--- src/rtl/gtimer_pkg.sv ---
package gtimer_pkg;

    // Byte offsets of the register file
    localparam int OFS_CNT_LO = 'h00;
    localparam int OFS_CNT_HI = 'h04;
    localparam int OFS_CTRL   = 'h08;
    localparam int OFS_STAT   = 'h0C;
    localparam int OFS_CMP_LO = 'h10;
    localparam int OFS_CMP_HI = 'h14;
    localparam int OFS_INC    = 'h18;

    localparam int CTRL_BITS = 4;

    // Packed so that run sits at bit 0 and periodic at bit 3
    typedef struct packed {
        logic periodic;
        logic irq_en;
        logic cmp_en;
        logic run;
    } ctrl_t;

endpackage

--- src/rtl/gtimer_counter.sv ---
module gtimer_counter #(
    parameter  int HALF_W = 32,
    localparam int CNT_W  = 2 * HALF_W
) (
    input  logic              clk,
    input  logic              rst_n,
    input  logic              run_i,
    input  logic              wr_lo_i,
    input  logic              wr_hi_i,
    input  logic [HALF_W-1:0] wdata_i,
    output logic [CNT_W-1:0]  cnt_o
);

    typedef struct packed {
        logic [HALF_W-1:0] hi;
        logic [HALF_W-1:0] lo;
    } cnt_t;

    cnt_t              s_d, s_q;
    logic              lo_carry;
    logic [HALF_W-1:0] lo_inc;

    always_comb begin
        s_d = s_q;
        {lo_carry, lo_inc} = {1'b0, s_q.lo} + (HALF_W+1)'(1);
        if (run_i) begin
            // carry enters the high word at the same edge the low word wraps
            s_d.lo = lo_inc;
            s_d.hi = s_q.hi + HALF_W'(lo_carry);
        end else begin
            if (wr_lo_i) s_d.lo = wdata_i;
            if (wr_hi_i) s_d.hi = wdata_i;
        end
    end

    always_ff @(posedge clk) begin
        if (!rst_n) s_q <= '0;
        else        s_q <= s_d;
    end

    assign cnt_o = {s_q.hi, s_q.lo};

    assert_count_step_R1: assert property (@(posedge clk) disable iff (!rst_n)
        run_i |=> cnt_o == $past(cnt_o) + CNT_W'(1));

    assert_count_hold_R1: assert property (@(posedge clk) disable iff (!rst_n)
        (!run_i && !wr_lo_i && !wr_hi_i) |=> $stable(cnt_o));

    assert_carry_same_edge_R2: assert property (@(posedge clk) disable iff (!rst_n)
        (run_i && (&cnt_o[HALF_W-1:0])) |=>
            (cnt_o[HALF_W-1:0] == '0) &&
            (cnt_o[CNT_W-1:HALF_W] == $past(cnt_o[CNT_W-1:HALF_W]) + HALF_W'(1)));

    assert_load_lo_R3: assert property (@(posedge clk) disable iff (!rst_n)
        (!run_i && wr_lo_i) |=> cnt_o[HALF_W-1:0] == $past(wdata_i));

endmodule

--- src/rtl/gtimer_cmp.sv ---
module gtimer_cmp #(
    parameter  int HALF_W = 32,
    localparam int CNT_W  = 2 * HALF_W
) (
    input  logic              clk,
    input  logic              rst_n,
    input  logic [CNT_W-1:0]  cnt_i,
    input  logic              cmp_en_i,
    input  logic              periodic_i,
    input  logic              wr_lo_i,
    input  logic              wr_hi_i,
    input  logic              wr_inc_i,
    input  logic [HALF_W-1:0] wdata_i,
    output logic [CNT_W-1:0]  cmp_o,
    output logic [HALF_W-1:0] inc_o,
    output logic              hit_o
);

    typedef struct packed {
        logic [CNT_W-1:0]  cmp;
        logic [HALF_W-1:0] inc;
    } cmp_state_t;

    cmp_state_t s_d, s_q;

    // greater-or-equal match, so a passed-over target still fires
    assign hit_o = cmp_en_i && (cnt_i >= s_q.cmp);

    always_comb begin
        s_d = s_q;
        if (hit_o && periodic_i) s_d.cmp = s_q.cmp + CNT_W'(s_q.inc);
        // a bus write to the compare value takes precedence over the reload
        if (wr_lo_i)  s_d.cmp[HALF_W-1:0]     = wdata_i;
        if (wr_hi_i)  s_d.cmp[CNT_W-1:HALF_W] = wdata_i;
        if (wr_inc_i) s_d.inc                 = wdata_i;
    end

    always_ff @(posedge clk) begin
        if (!rst_n) s_q <= '0;
        else        s_q <= s_d;
    end

    assign cmp_o = s_q.cmp;
    assign inc_o = s_q.inc;

    assert_reload_step_R5: assert property (@(posedge clk) disable iff (!rst_n)
        (hit_o && periodic_i && !wr_lo_i && !wr_hi_i) |=>
            cmp_o == $past(cmp_o) + CNT_W'($past(inc_o)));

    assert_oneshot_keeps_R5: assert property (@(posedge clk) disable iff (!rst_n)
        (!periodic_i && !wr_lo_i && !wr_hi_i) |=> $stable(cmp_o));

endmodule

--- src/rtl/gtimer_top.sv ---
module gtimer_top
    import gtimer_pkg::*;
#(
    parameter int HALF_W = 32,
    parameter int ADDR_W = 5
) (
    input  logic              clk,
    input  logic              rst_n,
    input  logic [ADDR_W-1:0] bus_addr_i,
    input  logic              bus_we_i,
    input  logic [HALF_W-1:0] bus_wdata_i,
    output logic [HALF_W-1:0] bus_rdata_o,
    output logic              irq_o
);

    localparam int CNT_W = 2 * HALF_W;

    typedef struct packed {
        ctrl_t ctrl;
        logic  flag;
    } top_state_t;

    top_state_t       s_d, s_q;
    logic             wr_cnt_lo, wr_cnt_hi, wr_ctrl, wr_stat;
    logic             wr_cmp_lo, wr_cmp_hi, wr_inc;
    logic             hit;
    logic [CNT_W-1:0] cnt, cmp;
    logic [HALF_W-1:0] inc;

    // write decode
    assign wr_cnt_lo = bus_we_i && (bus_addr_i == ADDR_W'(OFS_CNT_LO));
    assign wr_cnt_hi = bus_we_i && (bus_addr_i == ADDR_W'(OFS_CNT_HI));
    assign wr_ctrl   = bus_we_i && (bus_addr_i == ADDR_W'(OFS_CTRL));
    assign wr_stat   = bus_we_i && (bus_addr_i == ADDR_W'(OFS_STAT));
    assign wr_cmp_lo = bus_we_i && (bus_addr_i == ADDR_W'(OFS_CMP_LO));
    assign wr_cmp_hi = bus_we_i && (bus_addr_i == ADDR_W'(OFS_CMP_HI));
    assign wr_inc    = bus_we_i && (bus_addr_i == ADDR_W'(OFS_INC));

    gtimer_counter #(.HALF_W(HALF_W)) counter_i (
        .clk     (clk),
        .rst_n   (rst_n),
        .run_i   (s_q.ctrl.run),
        .wr_lo_i (wr_cnt_lo),
        .wr_hi_i (wr_cnt_hi),
        .wdata_i (bus_wdata_i),
        .cnt_o   (cnt)
    );

    gtimer_cmp #(.HALF_W(HALF_W)) cmp_i (
        .clk        (clk),
        .rst_n      (rst_n),
        .cnt_i      (cnt),
        .cmp_en_i   (s_q.ctrl.cmp_en),
        .periodic_i (s_q.ctrl.periodic),
        .wr_lo_i    (wr_cmp_lo),
        .wr_hi_i    (wr_cmp_hi),
        .wr_inc_i   (wr_inc),
        .wdata_i    (bus_wdata_i),
        .cmp_o      (cmp),
        .inc_o      (inc),
        .hit_o      (hit)
    );

    always_comb begin
        s_d = s_q;
        if (wr_ctrl) s_d.ctrl = ctrl_t'(bus_wdata_i[CTRL_BITS-1:0]);
        // a new event outranks a simultaneous write-one-to-clear
        if (hit)                          s_d.flag = 1'b1;
        else if (wr_stat && bus_wdata_i[0]) s_d.flag = 1'b0;
    end

    always_ff @(posedge clk) begin
        if (!rst_n) s_q <= '0;
        else        s_q <= s_d;
    end

    always_comb begin
        bus_rdata_o = '0;
        case (int'(bus_addr_i))
            OFS_CNT_LO: bus_rdata_o = cnt[HALF_W-1:0];
            OFS_CNT_HI: bus_rdata_o = cnt[CNT_W-1:HALF_W];
            OFS_CTRL:   bus_rdata_o = HALF_W'(s_q.ctrl);
            OFS_STAT:   bus_rdata_o = HALF_W'(s_q.flag);
            OFS_CMP_LO: bus_rdata_o = cmp[HALF_W-1:0];
            OFS_CMP_HI: bus_rdata_o = cmp[CNT_W-1:HALF_W];
            OFS_INC:    bus_rdata_o = inc;
            default:    bus_rdata_o = '0;
        endcase
    end

    assign irq_o = s_q.flag & s_q.ctrl.irq_en;

    assert_ge_sets_flag_R4: assert property (@(posedge clk) disable iff (!rst_n)
        (s_q.ctrl.cmp_en && (cnt >= cmp)) |=> s_q.flag);

    assert_flag_needs_cmp_R4: assert property (@(posedge clk) disable iff (!rst_n)
        $rose(s_q.flag) |-> $past(s_q.ctrl.cmp_en));

    assert_clear_R6: assert property (@(posedge clk) disable iff (!rst_n)
        (!(s_q.ctrl.cmp_en && (cnt >= cmp)) && wr_stat && bus_wdata_i[0]) |=> !s_q.flag);

    assert_irq_follows_R7: assert property (@(posedge clk) disable iff (!rst_n)
        $rose(irq_o) |-> s_q.ctrl.irq_en);

endmodule

--- config.mk ---
export PLATFORM = sky130hd
export DESIGN_NAME = gtimer_top
export DESIGN_NICKNAME = d
export VERILOG_FILES = /design/src/rtl/gtimer_pkg.sv /design/src/rtl/gtimer_counter.sv /design/src/rtl/gtimer_cmp.sv /design/src/rtl/gtimer_top.sv
export SDC_FILE = /design/constraint.sdc
export NUM_CORES = 1
export LEC_CHECK = 0
export ABC_AREA = 1
export BUFFER_PORTS_ARGS = -buffer_cell sky130_fd_sc_hd__buf_2
export CAP_MARGIN = 15
export CELL_PAD_IN_SITES_DETAIL_PLACEMENT = 0
export CELL_PAD_IN_SITES_GLOBAL_PLACEMENT = 1
export CORE_UTILIZATION = 44
export CTS_CLUSTER_SIZE = 25
export DETAILED_ROUTE_END_ITERATION = 12
export PLACE_DENSITY_LB_ADDON = 0.05
export SYNTH_ARGS = -nofsm -noshare
export SYNTH_HDL_FRONTEND = slang
export SYNTH_SLANG_ARGS = --single-unit
export TNS_END_PERCENT = 20
--- constraint.sdc ---
create_clock -name clk -period 3.64 [get_ports clk]
set_input_delay 0.728 -clock clk [delete_from_list [all_inputs] [get_ports clk]]
set_output_delay 0.728 -clock clk [all_outputs]
set_load 0.05 [all_outputs]
## Word-level counts from Yosys, hierarchy flattened

Index checks and enable logic that the tools add are counted.

- Input bits: 40
- Register bits after elaboration: 165

- Equality and inequality tests: 6
- Bitwise operators: 1
- Order comparisons: 1
- Reductions and logical operators: 16
- $add $sub $neg: 3
- Multiplexer cells: 9

Operator list:

| kind | number |
|---|---|
| $pmux 32 s7 | 1 |
| $mux 32 | 4 |
| $mux 64 | 2 |
| $add 64x32->64 | 1 |
| $ge 64x64->1 | 1 |
| $add 32x1->33 const B | 1 |
| $add 32x1->32 | 1 |
| $eq 5x5->1 const B | 3 |
| $eq 5x4->1 const B | 2 |
| $logic_and 1x1->1 | 10 |
| $reduce_bool 2->1 | 5 |
| $eq 5x3->1 const B | 1 |
| $logic_not 5->1 | 1 |
| $mux 1 | 2 |
| $and 1x1->1 | 1 |

## Depth between registers and ports, before layout

Gate-level depths: netlist of the first run.

- Depth in word-level cells: 5
- Gate-level depth with buffers: 26
- Depth with buffers taken out: 26

## By module

A second synthesis of the first run with hierarchy kept.

- Cells, all modules: 2,960
- Area, all modules: 16,430.8 sq um

By module, submodules not included:

| module | instances | sequential area each (sq um) | area each (sq um) | cells an instance |
|---|---|---|---|---|
| gtimer_cmp | 1 | 1,921.8 | 9,816.9 | 1,740 |
| gtimer_counter | 1 | 1,281.2 | 4,639.4 | 771 |
| gtimer_top | 1 | 100.1 | 1,974.4 | 449 |

## Worst setup path before layout of the first run

No wires, ideal clock.

- Kind: reg-to-reg
- Start: register counter_i.s_q, in the netlist counter_i.cnt_o[1]
- End: register counter_i.s_q, in the netlist counter_i.cnt_o[60]
- Cell stages (with the launch flop): 24
- Required time: 3.512 ns
- Library setup time: 0.128 ns
- Arrival time: 3.089 ns
- Clock period less this slack: 3.217 ns
- Path slack: 0.423 ns
- Path buffers: 0
- Cell sequence: dfxtp_1 -> ha_1 -> nand2_1 -> inv_1 -> nand2_1 -> nor2_2 -> nand4_1 -> nor2_1 -> nand2_1 -> inv_2 -> nand4_1 -> nor4_1 -> ha_1 -> ha_1 -> nand2_2 -> nor3_4 -> nand2_2 -> nor3_4 -> nand2_4 -> nor3_4 -> nand2_1 -> xor2_1 -> a21oi_1 -> nor2_1

- Word-level cells in the longest chain between the ends: 3

Ends and longest elaborated chain:

| what | line | RTL |
|---|---|---|
| from (decl) | gtimer_counter.sv:19 | `cnt_t s_d, s_q;` |
| from (signal assigned) | gtimer_counter.sv:37 | `if (!rst_n) s_q <= '0;` |
| from (signal assigned) | gtimer_counter.sv:38 | `else s_q <= s_d;` |
| $add 32x1->33 | gtimer_counter.sv:25 | `{lo_carry, lo_inc} = {1'b0, s_q.lo} + (HALF_W+1)'(1);` |
| $add 32x1->32 | gtimer_counter.sv:29 | `s_d.hi = s_q.hi + HALF_W'(lo_carry);` |
| $mux 64 | gtimer_counter.sv:26 | `if (run_i) begin` |

No other way between the ends.
A chain may end at the register's enable or synchronous reset.

## Final worst setup path of the first run

Same ends and word-level chain as after synthesis.

==> results.json, run 1 <==
{
  "slew_headroom_pct": 49.95,
  "grt_max_degree": 66,
  "hold_path_end": "s_q[0]$_SDFFE_PN0P_",
  "reg2reg_depth": 24,
  "synth-xor-area-share_pct": 3.604,
  "synth-async-reset-ratio_pct": 0,
  "finalInstanceArea_um2": 16950,
  "hold_viol": 0,
  "fp.dieW_um": 188.6,
  "clock_skew_ps": 14.14,
  "cp-start-kind": "flop",
  "fmax_mhz": 278.8,
  "slew_viol_final": 0,
  "clkTransAtPathRegs_ps": 70,
  "worst-r2r-setup-slack_ps": 50,
  "vias_per_cell": 5.671,
  "antenna_found_initial": 1,
  "seq_power_share_pct": 43.8,
  "synth_mux_area_share_pct": 0,
  "regToRegEndpoint": "counter_i.cnt_o[60]$_SDFFE_PN0P_",
  "clockBufferDepth": 2,
  "vias": 17460,
  "cap_violations": 0,
  "combPwrFrac_pct": 7.5,
  "grt_pass1_wl_mm": 98.53,
  "die_area_um2": 35550,
  "final_nets": 2758,
  "worst-path-max-fanout": 4,
  "clock_sinks": 165,
  "gr-usage-all-layers_pct": 37.23,
  "ys_types": 51,
  "synth_fa_ha_area_share_pct": 8.220,
  "min_path_cells": 2,
  "synth.yosys.seq_area_share_pct": 21.57,
  "synth.net_count": 2705,
  "fin_crit_ps": 3587,
  "clockPowerShare_pct": 48.7,
  "core_um2": 33870,
  "ys_ff_latch": 165,
  "dr.pass1.iters": 6,
  "area_growth_pct": 10.71,
  "leakagePower_nw": 7.768,
  "fillCellCount": 3712,
  "start_util_pct": 45.21,
  "synth_ff_type": "dfxtp_1",
  "layout-drive-gt1-share_pct": 9.392,
  "yosysWarnings": 0,
  "cp-end-kind": "flop",
  "syn_inst": 2565,
  "place.gp.congestion": 0.9898,
  "status": "finished clean",
  "synth.avg_cell_area_um2": 5.970,
  "multi_input_area_um2": 10150,
  "worst_ep_required_time_ps": 3960,
  "n_antenna_cell": 0,
  "row_count": 67,
  "synth_edf_count": 0,
  "cts_tree": "done",
  "cts_root_buf": "clkbuf_16",
  "synth-simple-area-share_pct": 37.78,
  "post-place-cells": 3039,
  "setup_viol": 0,
  "worstMarginPinSlew_ps": 749.9,
  "cts_hold_buf": 0,
  "dpl-instance-area_um2": 16150,
  "portBuffers": 72,
  "worstSetupPathType": "flop to flop",
  "htreeDepth": 4,
  "ant_nets": 0,
  "drt_wl_total_mm": 66.63,
  "rsz0062_at_grt": "yes",
  "powerDensity_nw_per_um2": 247.1,
  "synth_compound_gate_area_share_pct": 15.96,
  "instances_no_fill": 3078,
  "grt_pass1_vias": 15990,
  "hold_path_class": "flop to flop",
  "worst_skew_pair.late_latency_ps": 470,
  "dpl.hpwl_mm": 52.76,
  "cp.arrival_ps": 3910,
  "synth_top_family_by_area": "simple AND/OR/NAND/NOR gates",
  "synth_area_um2": 15310,
  "grt_overflow": 0,
  "fin_crit_sh_pct": 98.54,
  "seq_area_um2": 3309,
  "worstHoldStart": "s_q[0]$_SDFFE_PN0P_",
  "drc": 0,
  "timing.rr.start": "counter_i.cnt_o[1]$_SDFFE_PN0P_",
  "drt_iter0_drc": 1892,
  "switchingPower_w": 0.001124,
  "die_h_um": 188.6,
  "p_int_w": 0.003065,
  "ios": 73,
  "power.share.switching_pct": 26.83,
  "ir_worst_vdd_mv": 0.3548,
  "wire_per_inst_um": 21.65,
  "cts_inserted_buffers": 17,
  "fin_hold_ws_ps": 491.7
}
metrics by stage:
step | util (%) | setup TNS (ps) | setup WS (ps) | total power (W)
5_1_grt | 50.06 | -885.4 | -195.4 | 0.004291
3_3_place_gp | 47.68 | -154.9 | -108.5 | 0.002178
6_report | 50.06 | 0 | 53.25 | 0.004189
3_5_place_dp | 47.68 | -1319 | -257.7 | 0.002181
2_1_floorplan | - | 0 | 423.3 | 0.002035
4_1_cts | 49.61 | 0 | 6.308 | 0.004189
timing repair:
item                       in CTS  in global routing
buffers inserted                2                  6
pin swaps                       0                 16
setup endpoints to repair      11                 17
gates resized for setup         2                 27
layout by cell type, fill, tap and decap left out, types with 30 or more instances in the layout:
master,n
nand2_1,802
buf_2,72
o21ai_0,110
nand3_1,181
a21oi_1,182
nor2_1,200
xor2_1,37
a31oi_1,32
dfxtp_1,160
nor3_1,30
buf_4,51
nand4_1,41
inv_1,364
ha_1,96
power by group through the flow:
stage	Clock (W)	Combinational, W	Sequential [W]
6_report	0.00204	0.000314	0.00184
3_3_place_gp	0	0.000303	0.00188
5_1_grt	0.00212	0.000334	0.00184
2_1_floorplan	0	0.000167	0.00187
3_5_place_dp	0	0.000305	0.00188
4_1_cts	0.00205	0.000306	0.00183
cell usage after synthesis (all sizes together) (2+ instances only):
cell type	instances	share of area [%]
nand2	816	20
nand4	42	1.8
o21a	3	0.15
clkbuf	35	0.87
o2111ai	2	0.11
nor4	9	0.37
o21bai	3	0.15
and2	4	0.16
a31oi	32	1.3
a21oi	182	5.9
a221oi	29	1.7
xnor2	26	1.5
inv	382	9.4
nor3	38	1.7
nand3	188	6.4
and3	2	0.082
a32oi	2	0.11
buf	61	2.6
ha	99	8.1
o211ai	7	0.34
dfxtp	165	22
nor2	227	6.5
xor2	37	2.1
o22ai	15	0.61
o21ai	117	3.8
o221ai	27	1.5
or2	3	0.12
nand3b	7	0.34
worst max-delay path, cell delays in order (launching register included):
cell and delay (ps):
dfxtp_2 360, ha_4 150, nand2_4 60, inv_4 60, nand2_4 50, nor2_4 100
nand4_1 160, nor2_2 160, nand2_1 90, inv_2 70, nand4_1 150, nor4_4 310
ha_2 270, ha_4 150, nand2_4 60, nor3_4 160, nand2_2 100, nor3_4 170
buf_6 150, nand2_4 60, nor3_4 200, nand2_1 90, xor2_1 140, a21oi_1 140
nor2_1 50
flip-flops by register name, indices dropped and copies added (netlist names):
name	count
cmp_i.cmp_o	64
cmp_i.inc_o	32
counter_i.cnt_o	64
s_q	5
layer usage:
metal	vias up	global-route usage, %	part of all wire (%)
met5	-	0	0.017
met4	2	20.94	6.0
met3	176	6.407	8.0
met2	858	58.48	44
met1	7975	48.12	42
li1	8445	-	-
layout make-up:
cell class / count / share of cell area [%]
Multi-Input combinational cell: 1922 / 59.89
Sequential cell: 165 / 19.52
Inverter: 382 / 8.502
Tap cell: 448 / 3.307
Clock inverter: 11 / 1.041
Clock buffer: 20 / 2.635
Timing Repair Buffer: 130 / 5.107
how the worst max path moves through the flow:
stage | from | end | slack [ps]
final | counter_i.cnt_o[1]$_SDFFE_PN0P_ | counter_i.cnt_o[60]$_SDFFE_PN0P_ | 50
after global routing | counter_i.cnt_o[1]$_SDFFE_PN0P_ | counter_i.cnt_o[60]$_SDFFE_PN0P_ | -200
after CTS | counter_i.cnt_o[0]$_SDFFE_PN0P_ | counter_i.cnt_o[60]$_SDFFE_PN0P_ | 6
after detailed placement | counter_i.cnt_o[0]$_SDFFE_PN0P_ | counter_i.cnt_o[60]$_SDFFE_PN0P_ | -260
after global placement | counter_i.cnt_o[0]$_SDFFE_PN0P_ | counter_i.cnt_o[60]$_SDFFE_PN0P_ | -110
after floorplan | counter_i.cnt_o[1]$_SDFFE_PN0P_ | counter_i.cnt_o[60]$_SDFFE_PN0P_ | 420
logic make-up after synthesis:
logic type,count (synthesis)
XOR/XNOR,63
flip-flops,165
AND/OR/NAND/NOR,1336
AO/OA/AOI/OAI,423
buffers and inverters,478
adder cells (fa/ha/maj),100
Power figures use the tool's default switching activity.
==> run 2: changes to the inputs <==
--- a/config.mk
+++ b/config.mk
@@ -5,12 +5,11 @@
 export SDC_FILE = /design/constraint.sdc
 export NUM_CORES = 1
 export LEC_CHECK = 0
-export ABC_AREA = 1
 export BUFFER_PORTS_ARGS = -buffer_cell sky130_fd_sc_hd__buf_2
 export CAP_MARGIN = 15
 export CELL_PAD_IN_SITES_DETAIL_PLACEMENT = 0
 export CELL_PAD_IN_SITES_GLOBAL_PLACEMENT = 1
-export CORE_UTILIZATION = 44
+export CORE_UTILIZATION = 46
 export CTS_CLUSTER_SIZE = 25
 export DETAILED_ROUTE_END_ITERATION = 12
 export PLACE_DENSITY_LB_ADDON = 0.05
==> run 2 against run 1 <==
Effect of this change:
- sequential cell count unchanged
- synthesized cell count is 35% lower
- power increased by 1.0%
- clock skew increased by 6.9 ps
- largest cell class unchanged
- non-clock buffer count rose by 17
- register-to-register slack improved by 110 ps
- sequential power about the same
- via count fell by 27%
- cell count shrank 33%
- hold slack lost 20 ps
- first-iteration DRC count fell by 38%
- critical path type unchanged
- combinational power is 39% higher
==> results.json, run 2 <==
{
  "htreeDepth": 4,
  "drt_wl_total_mm": 44.39,
  "synth_area_um2": 12550,
  "critical_path.cell_chain": "and3_1 -> nand4_1 -> nor3_1 -> nand3_1 -> nor3_2 -> ha_2 -> and3_1 -> or3b_4 -> nor2_2 -> and4_4 -> and4_4 -> nand4_1 -> mux2_1 -> a21oi_1",
  "core_um2": 26880,
  "synth.avg_cell_area_um2": 7.570,
  "multi_input_area_um2": 8568,
  "ys_top_cells_by_area": "dfxtp_1, ha_1, a21oi_1, nand2_1, mux2i_1",
  "syn_inst": 1658,
  "worst_skew_pair.late_latency_ps": 440,
  "fin_util_pct": 53.02,
  "p_int_w": 0.003064,
  "min_path_cells": 2,
  "finalSetupTns_ps": 0,
  "cts_root_buf": "clkbuf_16",
  "powerDensity_nw_per_um2": 297.0,
  "die_h_um": 167.2,
  "start_util_pct": 46.70,
  "status": "finished clean",
  "synth_fa_ha_area_share_pct": 10.03,
  "synth_top_area_cell": "dfxtp_1",
  "worst_ep_required_time_ps": 4010,
  "cp-end-kind": "flop",
  "ir_worst_vdd_mv": 0.2771,
  "power.share.switching_pct": 27.61,
  "reg2reg_depth": 14,
  "worstSetupPathType": "flop to flop",
  "wire_per_inst_um": 21.41,
  "drc": 0,
  "synth_top_family_by_area": "compound AO/OA/AOI/OAI gates",
  "ys_ff_latch": 165,
  "setup_viol": 0,
  "slew_headroom_pct": 50.01,
  "clockPowerShare_pct": 45.9,
  "clock_skew_ps": 21.06,
  "dr.pass1.iters": 8,
  "synth.net_count": 1798,
  "die_area_um2": 27950,
  "antenna_found_initial": 1,
  "switchingPower_w": 0.001169,
  "place.gp.congestion": 0.9145,
  "worstMarginPinSlew_ps": 749.8,
  "area_growth_pct": 13.53,
  "ios": 73,
  "gr-usage-all-layers_pct": 31.70,
  "synth_common_cells": "nand2_1, a21oi_1, dfxtp_1",
  "dpl.hpwl_mm": 32.76,
  "post-route-worst-setup-slack_ps": 163.5,
  "final_cell_mix": "nand2_1, a21oi_1, dfxtp_1",
  "clockBufferDepth": 2,
  "cp-start-kind": "flop",
  "post_cts_buffers": 0,
  "worst-path-max-fanout": 5,
  "cap_violations": 0,
  "clkTransAtPathRegs_ps": 80,
  "n_antenna_cell": 0,
  "synth_ff_type": "dfxtp_1",
  "slowest_stage": "or3b_4",
  "seq_power_share_pct": 43.8,
  "vias": 12750,
  "drt_iter0_drc": 1176,
  "grt_pass1_vias": 11750,
  "synth_mux_area_share_pct": 6.231,
  "pre_cts_ws_ps": 79.16,
  "fin_crit_sh_pct": 95.51,
  "cts_inserted_buffers": 17,
  "yosysTopAreaCellShare_pct": 26.32,
  "synth_edf_count": 0,
  "row_count": 60,
  "layout-drive-gt1-share_pct": 13.05,
  "grt_max_degree": 62,
  "hold_path_class": "flop to flop",
  "vias_per_cell": 6.152,
  "fin_crit_ps": 3476,
  "critical-path-max-stage-delay_ps": 390,
  "portBuffers": 72,
  "grt_overflow": 0,
  "ant_nets": 0,
  "combPwrFrac_pct": 10.3,
  "cp.arrival_ps": 3850,
  "final_nets": 1859,
  "slew_viol_final": 0,
  "synth-async-reset-ratio_pct": 0,
  "fmax_mhz": 287.7,
  "grt_pass1_wl_mm": 68.62,
  "synth-simple-area-share_pct": 19.93,
  "fp.dieW_um": 167.2,
  "synth_compound_gate_area_share_pct": 26.41,
  "synth.most_common_cell": "nand2_1",
  "final_common_cell": "nand2_1",
  "synth.yosys.seq_area_share_pct": 26.32,
  "leakagePower_nw": 5.711,
  "synth-xor-area-share_pct": 5.164,
  "cts_tree": "done",
  "seq_area_um2": 3308,
  "yosysWarnings": 0,
  "clock_sinks": 165,
  "ys_types": 70,
  "fillCellCount": 2618,
  "hold_viol": 0,
  "rsz0062_at_grt": "yes"
}
run 2: worst paths after layout:
kind | startpoint | end | slack, ps
worst max-delay path | counter_i.cnt_o[4]$_SDFFE_PN0P_ | counter_i.cnt_o[63]$_SDFFE_PN0P_ | 160
worst min-delay path | s_q[3]$_SDFFE_PN0P_ | s_q[3]$_SDFFE_PN0P_ | 470
worst max register to register | counter_i.cnt_o[4]$_SDFFE_PN0P_ | counter_i.cnt_o[63]$_SDFFE_PN0P_ | 160
worst min register to register | s_q[3]$_SDFFE_PN0P_ | s_q[3]$_SDFFE_PN0P_ | 470
run 2: repair_timing:
action / in CTS / in global routing
setup endpoints to repair: 0 / 17
gates resized for setup: 0 / 9
hold buffers: 0 / 0
run 2: per-stage QoR:
step           instance area [µm²]  hold slack (ps)  cells  total power (W)
2_1_floorplan                12560            444.6   1658         0.002136
3_3_place_gp                 13610            461.0   2041         0.002320
3_5_place_dp                 13610            458.0   2041         0.002321
4_1_cts                      14220            469.2   2073         0.004252
5_1_grt                      14250            492.7   2073         0.004361
6_report                     14250            472.1   2073         0.004232
run 2: final cells by class:
cell class                      count  area share [%]
Clock inverter                     14           1.238
Sequential cell                   165           23.22
Tap cell                          341           2.994
Inverter                           84           2.222
Multi-Input combinational cell   1304           60.13
Timing Repair Buffer              147           7.183
Clock buffer                       18           3.012
run 2: per-layer routing:
layer | share of wire, % | vias up | GRT usage, %
met5 | 0 | - | 0
met4 | 1.4 | 0 | 6.941
li1 | - | 6187 | -
met1 | 49 | 6119 | 47.15
met2 | 42 | 410 | 47.68
met3 | 7.1 | 37 | 4.963
run 2: worst max-delay path: cells and delay by family, from the launching register on:
| family | cells | cell delay, ps |
|---|---|---|
| AND/OR/NAND/NOR | 11 | 2340 |
| flip-flops | 1 | 330 |
| multiplexers | 1 | 340 |
| adder cells (fa/ha/maj) | 1 | 240 |
| AO/OA/AOI/OAI | 1 | 140 |
run 2: kinds of logic (layout without fill, tap and decap cells):
| logic type | Yosys count | count (layout) |
|---|---|---|
| and+or+nand+nor | 530 | 530 |
| muxes | 77 | 77 |
| DFF | 165 | 165 |
| AOI/OAI and AO/OA | 523 | 523 |
| buffers and inverters | 189 | 263 |
| adders and majority gates | 100 | 100 |
| xor gates and xnor gates | 74 | 74 |
run 2: power groups by stage:
stage	registers [W]	logic, W	clock network [W]
finish	0.00185	0.000436	0.00194
global route	0.00186	0.000470	0.00203
CTS	0.00185	0.000429	0.00197
detailed placement	0.00190	0.000426	0
global placement	0.00189	0.000425	0
floorplan	0.00189	0.000247	0
